### src/rtl/pe_pkg.sv
package pe_pkg;

  typedef enum logic [2:0] {
    PE_IDLE   = 3'd0,
    PE_PULSE  = 3'd1,
    PE_GAP    = 3'd2,
    PE_ARMED  = 3'd3,
    PE_ACTIVE = 3'd4
  } pe_state_e;

endpackage

### src/rtl/pe_sync.sv
module pe_sync #(
  parameter int W      = 3,
  parameter int STAGES = 2
) (
  input  logic         clk,
  input  logic         rst_n,
  input  logic [W-1:0] din,
  output logic [W-1:0] dout
);

  logic [W-1:0] stage_q [STAGES];

  genvar g;
  generate
    for (g = 0; g < STAGES; g++) begin : g_stage
      if (g == 0) begin : g_first
        always_ff @(posedge clk or negedge rst_n) begin
          if (!rst_n) stage_q[g] <= '0;
          else        stage_q[g] <= din;
        end
      end else begin : g_next
        always_ff @(posedge clk or negedge rst_n) begin
          if (!rst_n) stage_q[g] <= '0;
          else        stage_q[g] <= stage_q[g-1];
        end
      end
    end
  endgenerate

  assign dout = stage_q[STAGES-1];

endmodule

### src/rtl/pe_key_shift.sv
module pe_key_shift #(
  parameter int               KEY_W     = 32,
  parameter logic [KEY_W-1:0] KEY_VALUE = 32'h4D434850
) (
  input  logic clk,
  input  logic rst_n,
  input  logic clr,
  input  logic shift_en,
  input  logic bit_in,
  output logic full,
  output logic match
);

  localparam int CW = $clog2(KEY_W + 1);
  localparam logic [CW-1:0] FULL_V = CW'(KEY_W);

  logic [KEY_W-1:0] sr_q, sr_d;
  logic [CW-1:0]    cnt_q, cnt_d;

  // A clear wins over a shift; shifts stop once the count is full.
  always_comb begin
    sr_d  = sr_q;
    cnt_d = cnt_q;
    if (clr) begin
      sr_d  = '0;
      cnt_d = '0;
    end else if (shift_en && !full) begin
      sr_d  = {sr_q[KEY_W-2:0], bit_in};
      cnt_d = cnt_q + 1'b1;
    end
  end

  always_ff @(posedge clk or negedge rst_n) begin
    if (!rst_n) begin
      sr_q  <= '0;
      cnt_q <= '0;
    end else begin
      sr_q  <= sr_d;
      cnt_q <= cnt_d;
    end
  end

  assign full  = (cnt_q == FULL_V);
  assign match = (sr_q == KEY_VALUE);

endmodule

### src/rtl/pe_ctrl.sv
module pe_ctrl
  import pe_pkg::*;
#(
  parameter int GUARD_CYC  = 20,
  parameter int SETTLE_CYC = 40
) (
  input  logic clk,
  input  logic rst_n,
  input  logic lvl_s,
  input  logic sclk_s,
  input  logic key_full,
  input  logic key_match,
  output logic shift_en,
  output logic key_clr,
  output logic mode_active,
  output logic data_ready
);

  localparam int TMAX = (GUARD_CYC > SETTLE_CYC) ? GUARD_CYC : SETTLE_CYC;
  localparam int TW   = $clog2(TMAX + 1);
  localparam logic [TW-1:0] GUARD_V  = TW'(GUARD_CYC);
  localparam logic [TW-1:0] SETTLE_V = TW'(SETTLE_CYC);

  pe_state_e     state_q, state_d;
  logic [TW-1:0] tmr_q, tmr_d;
  logic          lvl_prev_q, sclk_prev_q;
  logic          lvl_rise, lvl_fall, sclk_rise;

  assign lvl_rise  = lvl_s & ~lvl_prev_q;
  assign lvl_fall  = ~lvl_s & lvl_prev_q;
  assign sclk_rise = sclk_s & ~sclk_prev_q;

  always_comb begin
    state_d  = state_q;
    tmr_d    = tmr_q;
    shift_en = 1'b0;
    key_clr  = 1'b0;
    unique case (state_q)
      PE_IDLE: begin
        if (lvl_rise) state_d = PE_PULSE;
      end
      PE_PULSE: begin
        if (lvl_fall) begin
          state_d = PE_GAP;
          tmr_d   = '0;
          key_clr = 1'b1;
        end
      end
      PE_GAP: begin
        if (tmr_q != GUARD_V) tmr_d = tmr_q + 1'b1;
        if (lvl_rise) begin
          state_d = PE_PULSE;
          key_clr = 1'b1;
        end else if (key_full) begin
          state_d = key_match ? PE_ARMED : PE_IDLE;
          key_clr = 1'b1;
        end else if (sclk_rise) begin
          if (tmr_q == GUARD_V) shift_en = 1'b1;
          else                  key_clr  = 1'b1;
        end
      end
      PE_ARMED: begin
        if (lvl_rise) begin
          state_d = PE_ACTIVE;
          tmr_d   = '0;
        end
      end
      PE_ACTIVE: begin
        if (lvl_fall) begin
          state_d = PE_IDLE;
        end else if (tmr_q != SETTLE_V) begin
          tmr_d = tmr_q + 1'b1;
        end
      end
      default: state_d = PE_IDLE;
    endcase
  end

  always_ff @(posedge clk or negedge rst_n) begin
    if (!rst_n) begin
      state_q     <= PE_IDLE;
      tmr_q       <= '0;
      lvl_prev_q  <= 1'b0;
      sclk_prev_q <= 1'b0;
    end else begin
      state_q     <= state_d;
      tmr_q       <= tmr_d;
      lvl_prev_q  <= lvl_s;
      sclk_prev_q <= sclk_s;
    end
  end

  assign mode_active = (state_q == PE_ACTIVE);
  assign data_ready  = (state_q == PE_ACTIVE) && (tmr_q == SETTLE_V);

endmodule

### src/rtl/prog_entry_detect.sv
module prog_entry_detect #(
  parameter int               KEY_W       = 32,
  parameter logic [KEY_W-1:0] KEY_VALUE   = 32'h4D434850,
  parameter int               GUARD_CYC   = 20,
  parameter int               SETTLE_CYC  = 40,
  parameter int               SYNC_STAGES = 2
) (
  input  logic clk,
  input  logic rst_n,
  input  logic prog_lvl,
  input  logic ser_clk,
  input  logic ser_dat,
  output logic mode_active,
  output logic io_tristate,
  output logic data_ready
);

  logic [2:0] pins_s;
  logic       lvl_s, sclk_s, dat_s;
  logic       shift_en, key_clr, key_full, key_match;

  pe_sync #(.W(3), .STAGES(SYNC_STAGES)) u_sync (
    .clk  (clk),
    .rst_n(rst_n),
    .din  ({prog_lvl, ser_clk, ser_dat}),
    .dout (pins_s)
  );

  assign {lvl_s, sclk_s, dat_s} = pins_s;

  pe_key_shift #(.KEY_W(KEY_W), .KEY_VALUE(KEY_VALUE)) u_key (
    .clk     (clk),
    .rst_n   (rst_n),
    .clr     (key_clr),
    .shift_en(shift_en),
    .bit_in  (dat_s),
    .full    (key_full),
    .match   (key_match)
  );

  pe_ctrl #(.GUARD_CYC(GUARD_CYC), .SETTLE_CYC(SETTLE_CYC)) u_ctrl (
    .clk        (clk),
    .rst_n      (rst_n),
    .lvl_s      (lvl_s),
    .sclk_s     (sclk_s),
    .key_full   (key_full),
    .key_match  (key_match),
    .shift_en   (shift_en),
    .key_clr    (key_clr),
    .mode_active(mode_active),
    .data_ready (data_ready)
  );

  assign io_tristate = mode_active;

endmodule

### config.mk
export PLATFORM = sky130hd
export DESIGN_NAME = prog_entry_detect
export DESIGN_NICKNAME = d
export VERILOG_FILES = /design/src/rtl/pe_pkg.sv /design/src/rtl/pe_sync.sv /design/src/rtl/pe_key_shift.sv /design/src/rtl/pe_ctrl.sv /design/src/rtl/prog_entry_detect.sv
export SDC_FILE = /design/constraint.sdc
export NUM_CORES = 1
export LEC_CHECK = 0
export ABC_AREA = 1
export ABC_CLOCK_PERIOD_IN_PS = 2800
export BUFFER_PORTS_ARGS = -buffer_cell sky130_fd_sc_hd__buf_2
export CAP_MARGIN = 20
export CORE_ASPECT_RATIO = 1.75
export CORE_UTILIZATION = 57
export DETAILED_ROUTE_END_ITERATION = 16
export PLACE_DENSITY_LB_ADDON = 0.1
export SYNTH_ARGS = -nofsm -noshare
export SYNTH_HDL_FRONTEND = slang
export SYNTH_HIERARCHICAL = 1
export SYNTH_SLANG_ARGS = --single-unit
### constraint.sdc
create_clock -name clk -period 2.8 [get_ports clk]
set_input_delay 0.56 -clock clk [delete_from_list [all_inputs] [get_ports clk]]
set_output_delay 0.56 -clock clk [all_outputs]
set_load 0.01 [all_outputs]
==> results of run 1 <==
[stage by stage]
step / hold slack, ns / std cells / instance area (um^2) / setup WS, ns
finish: 0.181 / 421 / 3080 / 0.593
detailed placement: 0.336 / 413 / 2980 / 0.628
CTS: 0.188 / 421 / 3080 / 0.604
global route: 0.196 / 421 / 3080 / 0.349
global placement: 0.332 / 413 / 2980 / 0.673
floorplan: 0.264 / 362 / 2950 / 0.840
[logic make-up after synthesis]
kind of cell / share of synthesized area [%]
flops: 46.6
compound gates: 10.2
fa+ha+maj: 1.70
xor+xnor: 0.891
simple gates: 29.7
buf+inv: 10.9
[sequential cells by signal, summed over array words and instances, names as in the netlist]
register,cells
u_ctrl/tmr_q,6
u_key/cnt_q,6
u_key/sr_q,32
u_ctrl/sclk_prev_q,1
u_ctrl/state_q,3
u_ctrl/lvl_prev_q,1
u_sync/dout,3
u_sync/stage_q,3
[where the power goes]
group	switching [mW]	internal (mW)
Combinational	0.379	0.155
Clock	0.264	0.179
Sequential	0.0491	0.827
[final cells by class]
type | instances | area (um^2) | share of cell area [%]
Multi-Input combinational cell | 239 | 1250 | 40.7
Timing Repair Buffer | 12 | 85.1 | 2.76
Tap cell | 54 | 67.6 | 2.20
Clock inverter | 3 | 25.0 | 0.813
Sequential cell | 55 | 1380 | 44.7
Inverter | 53 | 201 | 6.54
Clock buffer | 5 | 68.8 | 2.24
[Yosys cell counts (all sizes together)]
master,n,area share [%]
dfrtp,55,47
nor3,2,0.34
o21ai,41,9.5
inv,53,6.8
nand4,9,1.9
nand3,29,5.4
nand3b,2,0.51
xnor2,1,0.30
o21bai,1,0.25
o21a,1,0.25
nor2,47,7.3
clkbuf,3,0.38
ha,4,1.7
nand2,99,14
buf,12,3.6
a21oi,1,0.17
xor2,2,0.59
[worst paths after layout]
kind | from | end | slack [ns] | cells after the start
min in group clk | prog_lvl | u_sync/stage_q[5]$_DFF_PN0_ | 0.35 | 1
max in group asynchronous | rst_n | u_ctrl/tmr_q[2]$_DFFE_PN0P_ | 1.80 | 2
setup / recovery | u_ctrl/tmr_q[0]$_DFFE_PN0P_ | u_key/cnt_q[3]$_DFFE_PN0P_ | 0.59 | 11
hold / removal | rst_n | u_ctrl/lvl_prev_q$_DFF_PN0_ | 0.18 | 1
setup reg to reg | u_ctrl/tmr_q[0]$_DFFE_PN0P_ | u_key/cnt_q[3]$_DFFE_PN0P_ | 0.59 | 11
hold reg to reg | u_sync/stage_q[3]$_DFF_PN0_ | u_sync/dout[0]$_DFF_PN0_ | 0.36 | 0
[per-layer routing]
| metal | global-route usage [%] | share of wire (%) |
|---|---|---|
| met1 | 27.9 | 40 |
| met2 | 44.1 | 56 |
| met3 | 2.80 | 1.8 |
| met4 | 9.01 | 2.6 |
| met5 | 0 | 0 |
[worst max-delay path: cells and delay by family (launching register included)]
kind,cells,cell delay (ns)
AO/OA/AOI/OAI,2,0.35
adder cells (fa/ha/maj),1,0.19
buffers and inverters,2,0.34
flip-flops,1,0.45
AND/OR/NAND/NOR,6,0.78
==> run summary, run 1 <==
Starting Density: 59.3%
Post-Route Skew: 0.00802 ns
CTS Hold Bufs: 0
Global Route Usage Sum: 24.0%
# DRC: 0
initial antenna violation count: 0
Detailed Route WL: 5.62 mm
Seq/Total Area, Yosys: 46.6%
IO Pins: 8
Net Count, Synth: 371
Mapped Area: 2950 um^2
Fill cells: 456
Detailed Place HPWL: 4.06 mm
Setup Fix Bufs, Post-CTS: 0
pwr dens: 602 nW/um^2
Pleak: 1.49 nW
synthesized instance count: 362
H-tree levels: 2
DRC marker count from the first detailed-route iteration: 134
max-cap violation count: 0
register bit total from synthesis: 55
Final Core Density: 61.8%
Unique masters post-synth: 29
CP max stage cell: dfrtp_1
Largest stage delay, worst path: 0.45 ns
Final Hold Violating Endpoints: 0
first-pass GRT wire length: 10.4 mm
Tightest Pin Transition: 0.458 ns
drt wl/cell: 13.4 um
GP Congestion: 0.817
outcome: complete, no violations
antenna cells: 0
Rel. slew slack: 69.5%
drt first pass iters: 4
nets: 375
CTS buffer count: 5
CTS resizes: 0
final setup vio count: 0
TritonCTS clock tree: yes
Hold Path Class: in -> async
Vias: 2234
Clock Pin Slew Worst Setup and Hold Paths: 0.10 ns
final worst path period need: 2.21 ns
commonest non-fill, non-tap cell in the layout: nand2_1
IO buf count: 7
DIE AREA: 5480 um^2
total global routing overflow: 0
vias per inst: 5.31
commonest cells after routing, fill and taps aside: nand2_1, dfrtp_1, inv_1
crit path DAT: 2.42 ns
Core Region: 4980 um^2
Post-DRT Antenna Nets: 0
# rows: 34
Root Buffer: clkbuf_8
Clock Latency Late Sink: 0.31 ns
Final period util: 78.8%
chip height: 97.2 um
Area Overhead vs Synth: 4.33%
worst path cell trace: inv_1, ha_1, nand3_1, nor2_1, nor2_1, o21ai_0, o21ai_1, inv_2, nand2_2, nand2_1, nand2_1
Worst Setup Path Type: reg -> reg
DIE WIDTH: 56.4 um
Slew Viols, Final: 0
number of global-route vias before repair: 2337
CP required: 3.01 ns
Crit. End Element: flop
largest net degree at the start of global routing: 39
Peak VDD IR: 538 uV
Worst setup SP type: flop
syn_area_per_cell: 8.15 um^2
CTS max path bufs: 2
Power, Total: 1.85 mW
Sink Count: 55
Setup TNS: 0 ns
share of cells above drive strength 1: 20.4%
CP max FO: 14
Ys Warns: 6
fmax: 0.453 GHz
RSZ-0062 raised after global routing: false
Power figures use the tool's default switching activity.
==> inputs of run 2 (changes only) <==
- ABC_CLOCK_PERIOD_IN_PS: 2800 -> 2300
- clock period: 2.8 -> 2.3 ns (I/O delays scaled with it)
==> run 2 against run 1 <==
Die area is the same; global-route usage fell by 2.0 points; largest power group unchanged; critical path depth stayed put; fmax rose by 9.7%.
==> run summary, run 2 (synthesized netlist as in run 1, its figures left out) <==
outcome: complete, no violations
first-pass GRT wire length: 9.58 mm (-7.6%)
Worst setup SP type: flop
pwr dens: 731 nW/um^2 (+21%)
grt met3 use: 2.93% (+0.13 points)
# DRC: 0 (unchanged)
crit path DAT: 2.19 ns (-0.23 ns)
initial antenna violation count: 0 (unchanged)
nets: 376 (+0.27%)
GR Util met1: 26.3% (-1.6 points)
IO Pins: 8 (unchanged)
Clock Latency Late Sink: 0.30 ns (about the same)
DIE AREA: 5480 um^2 (unchanged)
Detailed Route WL: 5.22 mm (-7.2%)
Worst Setup Path Type: reg -> reg
Detailed Place HPWL: 3.74 mm (-7.8%)
CTS max path bufs: 2 (unchanged)
Area Overhead vs Synth: 4.79%
Hold Path End: u_sync/stage_q[4]$_DFF_PN0_
max-cap violation count: 0 (unchanged)
CP max FO: 14 (unchanged)
Clock Pin Slew Worst Setup and Hold Paths: 0.09 ns (about the same)
Final period util: 87.5% (+8.6 points)
number of global-route vias before repair: 2225 (-4.8%)
Slew Viols, Final: 0 (unchanged)
Root Buffer: clkbuf_8
IO buf count: 7 (unchanged)
Tightest Pin Transition: 0.678 ns (+0.220 ns)
DRC marker count from the first detailed-route iteration: 99 (-26%)
commonest cells after routing, fill and taps aside: nand2_1, dfrtp_1, inv_1
Hold Path Class: in -> reg
Final Hold Violating Endpoints: 0 (unchanged)
commonest non-fill, non-tap cell in the layout: nand2_1
hold_ws: 0.260 ns (+0.0781 ns)
CP required: 2.48 ns (-0.53 ns)
H-tree levels: 2 (unchanged)
DIE WIDTH: 56.4 um (unchanged)
Biggest register: u_key/sr_q
Rel. slew slack: 54.8% (-15 points)
antenna cells: 0 (unchanged)
vias per inst: 5.16 (-2.7%)
# rows: 34 (unchanged)
CTS resizes: 0 (unchanged)
max FFs per register: 32 (unchanged)
Hold Path Cell Cnt: 1
reg-to-reg startpoint: u_key/cnt_q[0]$_DFFE_PN0P_
biggest regs: u_key/sr_q x32, u_ctrl/tmr_q x6, u_key/cnt_q x6
Sink Count: 55 (unchanged)
Setup Fix Bufs, Post-CTS: 0 (unchanged)
Setup TNS: 0 ns (unchanged)
min-delay src: ser_clk
final setup vio count: 0 (unchanged)
Post-DRT Antenna Nets: 0 (unchanged)
Peak VDD IR: 644 uV (+20%)
Crit. End Element: flop
Worst R2R Path Depth: 11 (unchanged)
Fill cells: 441 (-3.3%)
Post-Route Skew: 0.00627 ns (-0.00176 ns)
Power, Total: 2.26 mW (+22%)
met2 Use GR: 39.6% (-4.6 points)
drt first pass iters: 4 (unchanged)
TritonCTS clock tree: yes
gr busiest metal: met2
final worst path period need: 2.01 ns (-0.196 ns)
GP Congestion: 0.823 (+0.72%)
Vias: 2178 (-2.5%)
CTS buffer count: 5 (unchanged)
reg2reg setup slack: 0.29 ns (-0.30 ns)
CTS Hold Bufs: 0 (unchanged)
Pleak: 1.50 nW (+0.71%)
Starting Density: 59.3% (unchanged)
RSZ-0062 raised after global routing: false
chip height: 97.2 um (unchanged)
share of cells above drive strength 1: 20.7% (+0.22 points)
reg2reg end: u_key/sr_q[19]$_DFFE_PN0P_
Global Route Usage Sum: 22.0% (-2.0 points)
total global routing overflow: 0 (unchanged)
drt wl/cell: 12.4 um (-7.5%)
largest net degree at the start of global routing: 56 (+44%)
Core Region: 4980 um^2 (unchanged)
fmax: 0.497 GHz (+9.7%)
run 2: cell types whose count changed in the layout (fill, tap and decap cells not counted), sizes merged:
cell	change
buf	+1
clkbuf	+2
clkinv	-1
clkinvlp	-1
run 2: through the flow:
step | cells | util, % | instance area (um^2) | setup WS (ns)
global route | 422 | 62.1 | 3090 | 0.0119
detailed placement | 414 | 60.1 | 2990 | 0.210
CTS | 422 | 62.0 | 3090 | 0.201
global placement | 414 | 60.1 | 2990 | 0.231
finish | 422 | 62.1 | 3090 | 0.289
floorplan | 362 | - | 2950 | 0.340
run 2: layout make-up:
cell class	count	area, um^2	share of cell area (%)
inverters	53	201	6.52
multi-input cells	239	1260	40.7
flip-flops and latches	55	1380	44.5
repair buffers	13	92.6	2.99
well taps	54	67.6	2.19
clock buffers	7	86.3	2.79
clock inverters	1	8.76	0.283
run 2: worst max-delay path by stage:
stage | from | end | slack, ns | cells past startpoint
6_report | u_key/cnt_q[0]$_DFFE_PN0P_ | u_key/sr_q[19]$_DFFE_PN0P_ | 0.29 | 11
5_1_grt | u_ctrl/tmr_q[0]$_DFFE_PN0P_ | u_key/cnt_q[3]$_DFFE_PN0P_ | 0.01 | 11
4_1_cts | u_ctrl/tmr_q[0]$_DFFE_PN0P_ | u_key/sr_q[19]$_DFFE_PN0P_ | 0.20 | 10
3_5_place_dp | u_ctrl/tmr_q[0]$_DFFE_PN0P_ | u_key/sr_q[19]$_DFFE_PN0P_ | 0.21 | 10
3_3_place_gp | u_ctrl/tmr_q[0]$_DFFE_PN0P_ | u_key/sr_q[19]$_DFFE_PN0P_ | 0.23 | 10
2_1_floorplan | u_key/cnt_q[0]$_DFFE_PN0P_ | u_key/sr_q[12]$_DFFE_PN0P_ | 0.34 | 12
run 2: critical path: stages (launching register included):
cell and delay [ns]:
dfrtp_1 0.39, inv_1 0.14, ha_1 0.18, nand3_2 0.11, nor2_4 0.13, inv_1 0.05, nand2_1 0.10, o21ai_0 0.09
o21ai_1 0.12, inv_2 0.11, nand2_2 0.32, o21ai_0 0.13
run 2: metal layers:
layer | vias up | routed length (um)
li1 | 1134 | -
met1 | 1020 | 2200
met2 | 17 | 2870
met3 | 7 | 58
met4 | 0 | 81
met5 | - | 0
run 2: where the power goes:
part	switching, mW	internal [mW]
Clock	0.294	0.247
Combinational	0.461	0.190
Sequential	0.0614	1.01
